`src/rtl/pkg_sleep_types_pkg.sv`:
```
package pkg_sleep_types_pkg;
  typedef enum logic [2:0] {
    ST_ACTIVE,
    ST_SHRINK,
    ST_DEEP,
    ST_DWELL,
    ST_GROW
  } pkg_state_e;

  localparam logic [1:0] CS_RUN   = 2'd0;
  localparam logic [1:0] CS_LIGHT = 2'd1;
  localparam logic [1:0] CS_MID   = 2'd2;
  localparam logic [1:0] CS_DEEP  = 2'd3;
endpackage

```
`src/rtl/sleep_way_pick.sv`:
```
// Selects up to `count` ways out of `avail` (0 treated as 1), starting from
// the highest or the lowest index depending on HIGH_FIRST.
module sleep_way_pick #(
  parameter int WAYS       = 16,
  parameter bit HIGH_FIRST = 1'b1,
  parameter int SW         = $clog2(WAYS) + 1
) (
  input  logic [WAYS-1:0] avail,
  input  logic [SW-1:0]   count,
  output logic [WAYS-1:0] pick
);
  logic [WAYS-1:0] ord_in;
  logic [WAYS-1:0] ord_out;
  logic [SW-1:0]   want;
  logic [SW-1:0]   taken;

  for (genvar i = 0; i < WAYS; i++) begin : g_order
    if (HIGH_FIRST) begin : g_high
      assign ord_in[i]          = avail[WAYS-1-i];
      assign pick[WAYS-1-i]     = ord_out[i];
    end else begin : g_low
      assign ord_in[i]          = avail[i];
      assign pick[i]            = ord_out[i];
    end
  end

  assign want = (count == '0) ? SW'(1) : count;

  always_comb begin
    taken   = '0;
    ord_out = '0;
    for (int i = 0; i < WAYS; i++) begin
      if (ord_in[i] && (taken < want)) begin
        ord_out[i] = 1'b1;
        taken      = taken + SW'(1);
      end
    end
  end
endmodule

```
`src/rtl/sleep_cycle_counter.sv`:
```
// Free-running wrap counter; hit is high in the cycle the count reaches LIMIT-1.
module sleep_cycle_counter #(
  parameter int LIMIT = 8
) (
  input  logic clk,
  input  logic rst_n,
  input  logic clr,
  output logic hit
);
  localparam int CW = (LIMIT > 1) ? $clog2(LIMIT) : 1;
  localparam logic [CW-1:0] LAST = CW'(LIMIT - 1);

  logic [CW-1:0] cnt;

  assign hit = (cnt == LAST);

  always_ff @(posedge clk or negedge rst_n) begin
    if (!rst_n)      cnt <= '0;
    else if (clr)    cnt <= '0;
    else if (hit)    cnt <= '0;
    else             cnt <= cnt + CW'(1);
  end
endmodule

```
`src/rtl/pkg_sleep_way_ctrl.sv`:
```
module pkg_sleep_way_ctrl
  import pkg_sleep_types_pkg::*;
#(
  parameter int NUM_CORES     = 4,
  parameter int NUM_WAYS      = 16,
  parameter int DWELL_CYCLES  = 256,
  parameter int GROW_INTERVAL = 8,
  parameter int SW            = $clog2(NUM_WAYS) + 1
) (
  input  logic                   clk,
  input  logic                   rst_n,
  input  logic [2*NUM_CORES-1:0] core_state,
  input  logic                   wake_req,
  input  logic [SW-1:0]          shrink_step,
  input  logic [SW-1:0]          grow_step,
  input  logic                   flush_done,
  output logic                   flush_req,
  output logic [NUM_WAYS-1:0]    flush_ways,
  output logic [NUM_WAYS-1:0]    way_en,
  output logic                   pkg_deep,
  output logic                   snoop_block
);
  localparam logic [NUM_WAYS-1:0] ALL_WAYS = '1;

  pkg_state_e          state, nxt;
  logic [NUM_WAYS-1:0] way_nxt;
  logic [NUM_WAYS-1:0] shrink_pick, grow_pick;
  logic [SW-1:0]       n_q;
  logic [NUM_CORES-1:0] deep_c, mid_c;
  logic                all_deep, all_mid, enter, empty;
  logic                dwell_hit, grow_hit;

  for (genvar c = 0; c < NUM_CORES; c++) begin : g_core
    assign deep_c[c] = (core_state[2*c +: 2] == CS_DEEP);
    assign mid_c[c]  = (core_state[2*c +: 2] >= CS_MID);
  end

  assign all_deep = &deep_c;
  assign all_mid  = &mid_c;
  assign enter    = all_deep && !wake_req;
  assign empty    = (way_en == '0);

  sleep_way_pick #(.WAYS(NUM_WAYS), .HIGH_FIRST(1'b1), .SW(SW)) u_shrink_pick (
    .avail (way_en),
    .count (n_q),
    .pick  (shrink_pick)
  );

  sleep_way_pick #(.WAYS(NUM_WAYS), .HIGH_FIRST(1'b0), .SW(SW)) u_grow_pick (
    .avail (~way_en),
    .count (grow_step),
    .pick  (grow_pick)
  );

  sleep_cycle_counter #(.LIMIT(DWELL_CYCLES)) u_dwell_cnt (
    .clk   (clk),
    .rst_n (rst_n),
    .clr   ((state != ST_DWELL) || all_mid),
    .hit   (dwell_hit)
  );

  sleep_cycle_counter #(.LIMIT(GROW_INTERVAL)) u_grow_cnt (
    .clk   (clk),
    .rst_n (rst_n),
    .clr   (state != ST_GROW),
    .hit   (grow_hit)
  );

  always_comb begin
    nxt     = state;
    way_nxt = way_en;
    unique case (state)
      ST_ACTIVE: if (enter) nxt = ST_SHRINK;
      ST_SHRINK: begin
        if (flush_done) way_nxt = way_en & ~shrink_pick;
        if (!enter)                nxt = ST_DWELL;
        else if (way_nxt == '0)    nxt = ST_DEEP;
      end
      ST_DEEP:   if (!enter) nxt = ST_DWELL;
      ST_DWELL: begin
        if (enter)                       nxt = empty ? ST_DEEP : ST_SHRINK;
        else if (!all_mid && dwell_hit)  nxt = ST_GROW;
      end
      ST_GROW: begin
        if (enter)        nxt = empty ? ST_DEEP : ST_SHRINK;
        else if (all_mid) nxt = ST_DWELL;
        else if (grow_hit) begin
          way_nxt = way_en | grow_pick;
          if (way_nxt == ALL_WAYS) nxt = ST_ACTIVE;
        end
      end
      default:   nxt = ST_ACTIVE;
    endcase
  end

  always_ff @(posedge clk or negedge rst_n) begin
    if (!rst_n) begin
      state  <= ST_ACTIVE;
      way_en <= ALL_WAYS;
      n_q    <= SW'(1);
    end else begin
      state  <= nxt;
      way_en <= way_nxt;
      if ((nxt == ST_SHRINK) && (state != ST_SHRINK)) n_q <= shrink_step;
    end
  end

  assign flush_req   = (state == ST_SHRINK);
  assign flush_ways  = flush_req ? shrink_pick : '0;
  assign pkg_deep    = (state == ST_DEEP);
  assign snoop_block = (state == ST_DEEP);
endmodule

```
`config.mk`:
```
export PLATFORM = sky130hd
export DESIGN_NAME = pkg_sleep_way_ctrl
export DESIGN_NICKNAME = d
export VERILOG_FILES = /design/src/rtl/pkg_sleep_types_pkg.sv /design/src/rtl/sleep_way_pick.sv /design/src/rtl/sleep_cycle_counter.sv /design/src/rtl/pkg_sleep_way_ctrl.sv
export SDC_FILE = /design/constraint.sdc
export NUM_CORES = 1
export LEC_CHECK = 0
export ABC_AREA = 0
export ABC_CLOCK_PERIOD_IN_PS = 33300
export BUFFER_PORTS_ARGS = -buffer_cell sky130_fd_sc_hd__buf_2
export CORE_ASPECT_RATIO = 1.1
export CORE_MARGIN = 10
export CORE_UTILIZATION = 40
export CTS_CLUSTER_SIZE = 20
export DETAILED_ROUTE_END_ITERATION = 10
export SYNTH_ARGS = -nofsm -noshare
export SYNTH_HDL_FRONTEND = slang
export SYNTH_SLANG_ARGS = --single-unit
```
`constraint.sdc`:
```
create_clock -name clk -period 33.3 [get_ports clk]
set_input_delay 3.33 -clock clk [delete_from_list [all_inputs] [get_ports clk]]
set_output_delay 3.33 -clock clk [all_outputs]
set_load 0.1 [all_outputs]
```
; ---- Yosys cells after proc, flatten, opt, wreduce, memory -nomap -nowiden
; Cells that the tools add are included.
[totals]
reg_bits = 35
in_bits = 22
output_inout_bits = 35
elab_cells = 227
[classes]
add_sub_neg = 30
n_lt_le_gt_ge = 36
n_eq_ne = 18
n_mux = 87
bitwise = 4
reduce_logical = 47
[ops]
columns = operator, n
row1 = 5-bit two-way mux, 30
row2 = 5-bit less-than comparator, 28
row3 = 5-bit by 1-bit adder with 5-bit output (second input constant), 26
row4 = 16-bit two-way mux, 6
row5 = 3-bit two-way mux, 12
row6 = 1-bit logical AND, 35
row7 = 1-bit two-way mux, 34
row8 = 16-bit zero test, 2
row9 = 16-bit NOT, 2
row10 = 16-bit case mux with 2 select lines, 1
row11 = 16-bit bitwise AND, 1
row12 = 16-bit == test (second input constant), 1
row13 = 8-bit two-way mux, 2
row14 = 16-bit OR, 1
row15 = 3-bit case mux with 5 select lines, 1
row16 = 4-bit AND reduction, 3
row17 = 5-bit zero test, 2
row18 = 1-bit by 5-bit less-than comparator with 1-bit output, 2
row19 = 1-bit by 5-bit less-than comparator with 1-bit output (first input constant), 2
row20 = 8-bit by 1-bit adder with 8-bit output (second input constant), 1
row21 = 2-bit == test (second input constant), 4
row22 = 8-bit == test (second input constant), 1
row23 = 2-bit greater-or-equal comparator (second input constant), 4
row24 = 3-bit by 1-bit == test with 1-bit output (second input constant), 2
row25 = 13 further kinds, 19

; ---- Longest topological paths before layout
; Gate-level depths: netlist of run 1.
[depth]
depth_word = 60
depth_mapped = 123
mapped_depth_nobuf = 121

; ---- Cells and area by module
; From an unflattened synthesis of run 1, not the netlist that was laid out.
[unflattened]
cells_unflattened = 1085
area_unflattened_um2 = 8907.3
[by_module_without_submodules]
columns = mod, n_inst, cells_each, area_per_inst_um2, seq_area_each_um2
row1 = sleep_way_pick at u_shrink_pick, 1, 436, 3438.3, 0.0
row2 = sleep_way_pick at u_grow_pick, 1, 430, 3379.5, 0.0
row3 = pkg_sleep_way_ctrl, 1, 173, 1564.0, 621.8
row4 = sleep_cycle_counter at u_dwell_cnt, 1, 38, 402.9, 200.2
row5 = sleep_cycle_counter at u_grow_cnt, 1, 8, 122.6, 75.1

; ---- Worst setup path before layout of run 1
; No wires, ideal clock.
[synth_path]
path_kind = in2reg
startpoint = input grow_step[3]
endpoint = register state[2]
setup_ps = 119
arrival_time_ps = 27205
required_time_ps = 33181
path_slack_ps = 5976
path_stages = 120
path_buffers = 2
path_cell_list = nor3_2 -> nand3_1 -> nand2b_1 -> inv_1 -> ha_1 -> ha_1 -> and3b_1 -> o21ai_0 -> a21oi_1 -> a31oi_1 -> ha_1 -> a2111oi_4 -> o21ai_1 -> xnor2_2 -> inv_1 -> ha_1 -> a211o_1 -> a21oi_1 -> (+84 left out) -> xor2_1 -> ha_1 -> a21o_1 -> a21oi_1 -> and2_1 -> nor2b_1 -> mux2_2 -> ha_1 -> a21o_1 -> a21o_1 -> a21oi_1 -> o221ai_1 -> nor4_1 -> o221ai_1 -> a2111oi_0 -> o221a_2 -> a31oi_1 -> o21a_1
[synth_between]
elab_chain_len = 57
elab_cells_between_ends = 86
cone_classes = add/sub: 14 / order compare: 16 / eq/ne: 1 / mux: 37 / bitwise: 1 / reduce/logical: 17
[synth_rtl]
columns = element, line
row1 = from (decl), pkg_sleep_way_ctrl.sv:15  ; input logic [SW-1:0] grow_step,
row2 = 5-bit zero test, sleep_way_pick.sv:27  ; assign want = (count == '0) ? SW'(1) : count;
row3 = 5-bit two-way mux *, sleep_way_pick.sv:27
row4 = 1-bit by 5-bit less-than comparator with 1-bit output, sleep_way_pick.sv:33  ; if (ord_in[i] && (taken < want)) begin
row5 = 1-bit logical AND, sleep_way_pick.sv:33
row6 = 1-bit two-way mux, sleep_way_pick.sv:33
row7 = 1-bit by 5-bit less-than comparator with 1-bit output, sleep_way_pick.sv:33
row8 = 1-bit logical AND, sleep_way_pick.sv:33
row9 = 5-bit two-way mux, sleep_way_pick.sv:33
row10 = (+42 left out), n/a
row11 = 16-bit OR *, pkg_sleep_way_ctrl.sv:88  ; way_nxt = way_en | grow_pick;
row12 = 16-bit == test *, pkg_sleep_way_ctrl.sv:89  ; if (way_nxt == ALL_WAYS) nxt = ST_ACTIVE;
row13 = 3-bit two-way mux *, pkg_sleep_way_ctrl.sv:89
row14 = 3-bit two-way mux *, pkg_sleep_way_ctrl.sv:87  ; else if (grow_hit) begin
row15 = 3-bit two-way mux *, pkg_sleep_way_ctrl.sv:86  ; else if (all_mid) nxt = ST_DWELL;
row16 = 3-bit two-way mux *, pkg_sleep_way_ctrl.sv:85  ; if (enter) nxt = empty ? ST_DEEP : ST_SHRINK;
row17 = 3-bit case mux with 5 select lines *, pkg_sleep_way_ctrl.sv:72  ; unique case (state)
row18 = net nxt[2], pkg_sleep_way_ctrl.sv:25  ; pkg_state_e state, nxt;
row19 = to (signal assigned), pkg_sleep_way_ctrl.sv:102  ; state <= nxt;
row20 = to (decl), pkg_sleep_way_ctrl.sv:25
; The timed path passes the listed nets; every way through them passes the cells marked *.
; A chain may end at the register's enable or synchronous reset.

; ---- Worst setup path after layout of run 1
[layout_path]
startpoint = input grow_step[1]
endpoint = register state[2]
; Same word-level chain as after synthesis.

==> summary.txt, run 1 <==
Hold path
  – Hold WC Path Type: reg -> reg

Route
  – Via-per-instance ratio: 5.91
  – Routed len/inst: 18.2 um
  – Initial DRC count: 538
  – Routed wire length: 26,200 um
  – Drt first pass iters: 5
  – Routed Antenna Nets: 0
  – Vias: 8,526
  – # DRC: 0

Worst setup path
  – Crit-path slowest cell: a211oi_1
  – CP most frequent cell: ha_1
  – Required time worst endpoint: 33.47 ns
  – Worst setup EP type: register
  – Startpoint Class: input port
  – Critical path's largest stage delay: 0.72 ns
  – CP max FO: 15
  – Worst Setup Path Type: in -> reg
  – Arrival time worst endpoint: 31.01 ns

Timing
  – Setup_tns: 0 ns
  – Tcrit/Tclk final: 92.6%
  – Hold slack: 0.443 ns
  – RSZ-0062 raised after global routing: no
  – Fmax achieved: 0.0324 GHz
  – Final Hold Vio Count: 0
  – Final clock skew: 0.00663 ns
  – Final Critical Period: 30.84 ns
  – Final setup fails: 0
  – Final Max Tran Viols: 0
  – Tightest Pin Transition: 0.936 ns
  – Rel. slew slack: 37.1%

CTS
  – Clk sinks: 35
  – H-tree levels: 2
  – Cts hold-fix bufs: 0
  – Reg clk slew, reported paths: 0.06 ns
  – TritonCTS Buffers: 5
  – Clk root buf: clkbuf_16
  – CTS tree: done
  – Clock latency on the worst-skew pair: 0.29 ns
  – Max Root-Sink Buffers: 2
  – Resized Gates After CTS: 0
  – Postcts setup bufs: 0

Synth
  – Post-synth EDFFs: 0
  – Asr flop ratio synth: 100%
  – Library cells used by synthesis: 99
  – Post-Synthesis Cell Area: 8730 um^2
  – Mapped Cells: 1,109
  – Synth Register Bits: 35
  – Synthesized area per cell: 7.87 um^2
  – Primary FF master, synth: dfrtp_1
  – Warnings, synthesis: 0
  – Seq/Total Area, Yosys: 10.3%

Job
  – Max Cap Viol: 0

Floorplanning
  – Core area: 21,400 um^2
  – I/O Pins: 57
  – Site Rows: 56
  – Die W: 161 um
  – Initial Util: 40.8%
  – Die ar.: 28,100 um^2
  – Die Y: 175 um

Placed design
  – Detailed placer's ending HPWL: 21,100 um
  – Placer congestion estimate: 0.907
  – I/O Buffers: 56

Global routing
  – First-pass GRT wire length: 42,100 um
  – Grt ovf: 0
  – Largest net degree at the start of global routing: 36
  – Initial antenna violation count: 0
  – Tot GR Track Use: 17.7%
  – Number of global-route vias before repair: 8,266

Status
  – Status: completed

Layout
  – Share of cells above drive strength 1: 15.8%
  – Diodes inserted: 0
  – Area Growth Syn to Fin: 8.36%
  – Fin nets: 1,302
-- layout by cell type, fill, tap and decap left out, drive strengths merged, types with 17 or more instances in the layout --
master	synthesis	final
xor2	27	27
nor2b	20	20
a21o	40	40
buf	5	59
and3	17	17
nand3	37	37
dfstp	17	17
a21oi	81	81
ha	129	129
xnor2	39	39
nor2	85	85
a31oi	17	17
o21ai	70	70
mux2i	21	21
inv	60	60
mux2	25	25
nand4	31	31
nor3	29	29
nand2b	18	18
dfrtp	18	18
and2	21	21
nand2	87	87
-- registers in the layout (all words and copies together) (netlist names) --
signal and flops:
n_q 5, state 3, u_dwell_cnt.cnt 8, u_grow_cnt.cnt 3
way_en 16
-- cells in the mapped netlist (4+ instances only) --
library cell | count | area, um^2
dfrtp_1 | 18 | 450
a21o_1 | 40 | 300
and2_1 | 19 | 119
dfstp_2 | 17 | 447
o21ba_2 | 4 | 40.0
and3b_1 | 5 | 43.8
or3_1 | 7 | 43.8
xor2_1 | 18 | 158
nor3b_1 | 4 | 30.0
nor4_1 | 8 | 50.1
xor2_2 | 9 | 146
xnor2_4 | 6 | 165
mux2_2 | 24 | 270
clkbuf_1 | 22 | 82.6
nand4_1 | 31 | 194
or2_2 | 9 | 56.3
nand3_1 | 37 | 185
inv_1 | 57 | 214
a211oi_1 | 13 | 97.6
a31oi_1 | 16 | 100
o21ai_1 | 15 | 75.1
and3_1 | 17 | 106
nor2b_1 | 20 | 125
nand4b_1 | 4 | 35.0
o21a_1 | 16 | 120
o21ai_0 | 54 | 270
nor2_1 | 85 | 319
nand2_1 | 87 | 327
xnor2_1 | 24 | 210
a21oi_1 | 79 | 395
o31ai_1 | 5 | 37.5
mux2i_1 | 20 | 200
nand2b_1 | 18 | 113
o211ai_1 | 7 | 52.6
ha_1 | 129 | 1610
xnor2_2 | 9 | 146
and4_1 | 14 | 123
o22ai_1 | 12 | 75.1
o221a_2 | 4 | 45.0
a21boi_0 | 4 | 30.0
o221ai_1 | 5 | 43.8
nor3_1 | 28 | 140
-- critical path: cells and delay by family --
family          cells  cell delay [ns]
buf+inv            10             1.37
fa+ha+maj          15             4.52
compound gates     50            11.09
simple gates       34             7.55
mux                 1             0.37
xor+xnor           10             2.67
-- layer usage --
layer,vias up,global-route usage [%],part of all wire [%]
met2,177,32.1,50
met3,26,1.36,2.8
met5,-,0,0
li1,4268,-,-
met4,0,3.72,1.2
met1,4055,22.4,46
-- cell type report --
type | instances | area, um^2
clock buffers | 7 | 153
clock inverters | 1 | 7.51
fillers | 2180 | 11900
inverters | 60 | 228
multi-input cells | 990 | 7500
flip-flops and latches | 35 | 897
well taps | 290 | 363
repair buffers | 59 | 303
-- cell families after synthesis --
group,Yosys count,share of synthesized area [%]
muxes,46,5.82
other,1,0.0430
and+or+nand+nor,414,25.5
AOI/OAI and AO/OA,328,25.7
buffers and inverters,87,3.84
xor gates and xnor gates,69,10.3
DFF,35,10.3
adders and majority gates,129,18.5
-- final timing paths --
| path | start | end | slack [ns] | cells after the start |
|---|---|---|---|---|
| max | grow_step[1] | state[2] | 2.46 | 120 |
| min | u_grow_cnt.cnt[0] | u_grow_cnt.cnt[0] | 0.44 | 1 |
| max reg2reg | way_en[0] | state[2] | 5.60 | 119 |
| min reg2reg | u_grow_cnt.cnt[0] | u_grow_cnt.cnt[0] | 0.44 | 1 |
| max in group asynchronous | rst_n | state[2] | 29.63 | 1 |
| min in group asynchronous | rst_n | u_dwell_cnt.cnt[3] | 3.14 | 1 |
-- per-stage QoR --
step                      util [%]  setup slack, ns  instances  area, um^2
final                         44.2             2.46       1442        9460
after global routing          44.2            0.146       1442        9460
after CTS                     44.2             2.77       1442        9460
after detailed placement      43.5             2.62       1434        9300
after global placement        43.5             3.55       1434        9300
after floorplan                  -             5.98       1112        8740
Power of run 1 is left out: the tool's default activity adds up to more than one toggle a clock period on the data nets, which glitch-free logic cannot reach.
==> run 2: changes to the inputs <==
- ABC_CLOCK_PERIOD_IN_PS: 33300 -> 39600
- CORE_UTILIZATION: 40 -> 50
- PLACE_DENSITY: default -> 0.68
- clock period: 33.3 -> 39.6 ns (I/O delays scaled with it)
==> run 2 against run 1 <==
Compared with the run above:
- clock skew increased by 0.0025 ns
- largest cell class unchanged
- critical path type unchanged
- design area decreased by 0.70%
- die area decreased by 18%
- highest routed layer unchanged
==> summary.txt, run 2 (synthesis results as in run 1) <==
Status
  – Status: completed

Layout
  – Register with the most flip-flops: way_en
  – Final Cell Area: 9390 um^2 (-0.70%)
  – Diodes inserted: 0 (unchanged)
  – Area Growth Syn to Fin: 7.60%
  – Regs by FF count: way_en: 16 flops, u_dwell_cnt.cnt: 8 flops, n_q: 5 flops
  – Filler cell count: 1,625 (-25%)
  – Most frequent cells in the layout: ha_1 (129), nand2_1 (87), nor2_1 (85), a21oi_1 (79), inv_1 (57)
  – Share of cells above drive strength 1: 15.8% (about the same)
  – Max FFs per register: 16 (unchanged)
  – Commonest non-fill, non-tap cell in the layout: ha_1
  – Fin nets: 1,303 (+0.077%)

Timing
  – Final setup fails: 0 (unchanged)
  – Final Max Tran Viols: 0 (unchanged)
  – Fmax achieved: 0.0322 GHz
  – Final clock skew: 0.00909 ns (+0.00246 ns)
  – Final Hold Vio Count: 0 (unchanged)
  – Tcrit/Tclk final: 78.4%
  – Hold slack: 0.455 ns (+0.0112 ns)
  – Setup_tns: 0 ns (unchanged)
  – Rel. slew slack: 32.9% (-4.2 points)
  – Final Critical Period: 31.06 ns
  – RSZ-0062 raised after global routing: no
  – Tightest Pin Transition: 0.998 ns (+0.0627 ns)

Floorplanning
  – Die W: 146 um (-9.2%)
  – Site Rows: 50 (-11%)
  – Initial Util: 51.1% (+10 points)
  – I/O Pins: 57 (unchanged)
  – Core area: 17,100 um^2 (-20%)
  – Die Y: 159 um (-9.3%)
  – Die ar.: 23,100 um^2 (-18%)

Route
  – Initial DRC count: 512 (-4.8%)
  – Routed wire length: 25,300 um (-3.5%)
  – Drt first pass iters: 5 (unchanged)
  – Routed len/inst: 18.2 um (+0.30%)
  – Via-per-instance ratio: 6.17 (+4.4%)
  – Routed Antenna Nets: 0 (unchanged)
  – # DRC: 0 (unchanged)
  – Vias: 8,564 (+0.45%)

Global routing
  – First-pass GRT wire length: 41,500 um (-1.4%)
  – Initial antenna violation count: 0 (unchanged)
  – Tot GR Track Use: 21.2% (+3.5 points)
  – Grt ovf: 0 (unchanged)
  – Number of global-route vias before repair: 8,150 (-1.4%)
  – Largest net degree at the start of global routing: 36 (unchanged)

CTS
  – CTS tree: done
  – Clock latency on the worst-skew pair: 0.28 ns (about the same)
  – Postcts setup bufs: 0 (unchanged)
  – TritonCTS Buffers: 5 (unchanged)
  – Cts hold-fix bufs: 0 (unchanged)
  – H-tree levels: 2 (unchanged)
  – Reg clk slew, reported paths: 0.06 ns (about the same)
  – Max Root-Sink Buffers: 2 (unchanged)
  – Clk root buf: clkbuf_16
  – Resized Gates After CTS: 0 (unchanged)
  – Clk sinks: 35 (unchanged)

Worst setup path
  – Worst r2r path cells: 119 (unchanged)
  – Reg-to-Reg Start: way_en[0]
  – CP max FO: 15 (unchanged)
  – Worst setup EP type: register
  – Worst Setup Path Type: in -> reg
  – Critical R2R Capture: state[2]
  – CP most frequent cell: ha_1
  – Arrival time worst endpoint: 31.22 ns (+0.21 ns)
  – Setup slack, reg-to-reg: 12.30 ns (+6.70 ns)
  – Critical path's largest stage delay: 0.60 ns (-0.12 ns)
  – Required time worst endpoint: 39.76 ns (+6.29 ns)
  – Crit-path slowest cell: or4_1
  – Startpoint Class: input port

Placed design
  – I/O Buffers: 56 (unchanged)
  – Placer congestion estimate: 0.945 (+4.1%)
  – Detailed placer's ending HPWL: 20,000 um (-5.1%)
  – Placed Area: 9230 um^2 (-0.67%)

Hold path
  – WHS Path Cells: 1 (unchanged)
  – Hold WC Path Type: reg -> reg
  – Hold path endpoint: u_grow_cnt.cnt[0]
  – Hold_sp: u_grow_cnt.cnt[0]

Job
  – Max Cap Viol: 0 (unchanged)
==> run 2: changes by cell type in the layout (fill, tap and decap cells not counted) <==
cell        delta
buf_4          +1
clkinvlp_4     -1
clkbuf_1       +1
==> run 2: final cells by class <==
type	instances	area [um^2]	share of cell area (%)
repair buffers	60	310	3.30
clock buffers	8	156	1.67
inverters	60	228	2.43
flip-flops and latches	35	897	9.55
well taps	234	293	3.12
multi-input cells	990	7500	79.9
==> run 2: through the flow <==
stage                     worst slack [ns]  instances  util, %
after floorplan                      11.65       1112        -
after global placement                9.41       1379     54.1
after detailed placement              8.57       1379     54.1
after CTS                             8.77       1387     55.0
after global routing                  6.03       1387     55.0
final                                 8.54       1387     55.0
==> run 2: worst max-delay path: cells and delay by family <==
family                   cells  cell delay (ns)
multiplexers                 2             0.74
buffers and inverters        9             1.26
AND/OR/NAND/NOR             33             7.29
adder cells (fa/ha/maj)     15             4.36
XOR/XNOR                    10             2.70
AO/OA/AOI/OAI               51            10.85
==> run 2: worst max path at each step <==
stage / slack (ns) / to / start / cells after the start
6_report: 8.54 / state[2] / grow_step[1] / 120
5_1_grt: 6.03 / state[2] / grow_step[1] / 120
4_1_cts: 8.77 / state[2] / grow_step[1] / 120
3_5_place_dp: 8.57 / state[2] / grow_step[1] / 120
3_3_place_gp: 9.41 / state[2] / grow_step[1] / 120
2_1_floorplan: 11.65 / state[2] / grow_step[3] / 120
==> run 2: metal layers <==
metal	global-route usage [%]	vias to the layer above	share of wire (%)
li1	-	4254	-
met1	26.4	4068	45
met2	39.1	212	50
met3	1.36	30	3.6
met4	5.11	0	1.5
met5	0	-	0
Power of run 2 is left out for the same reason.
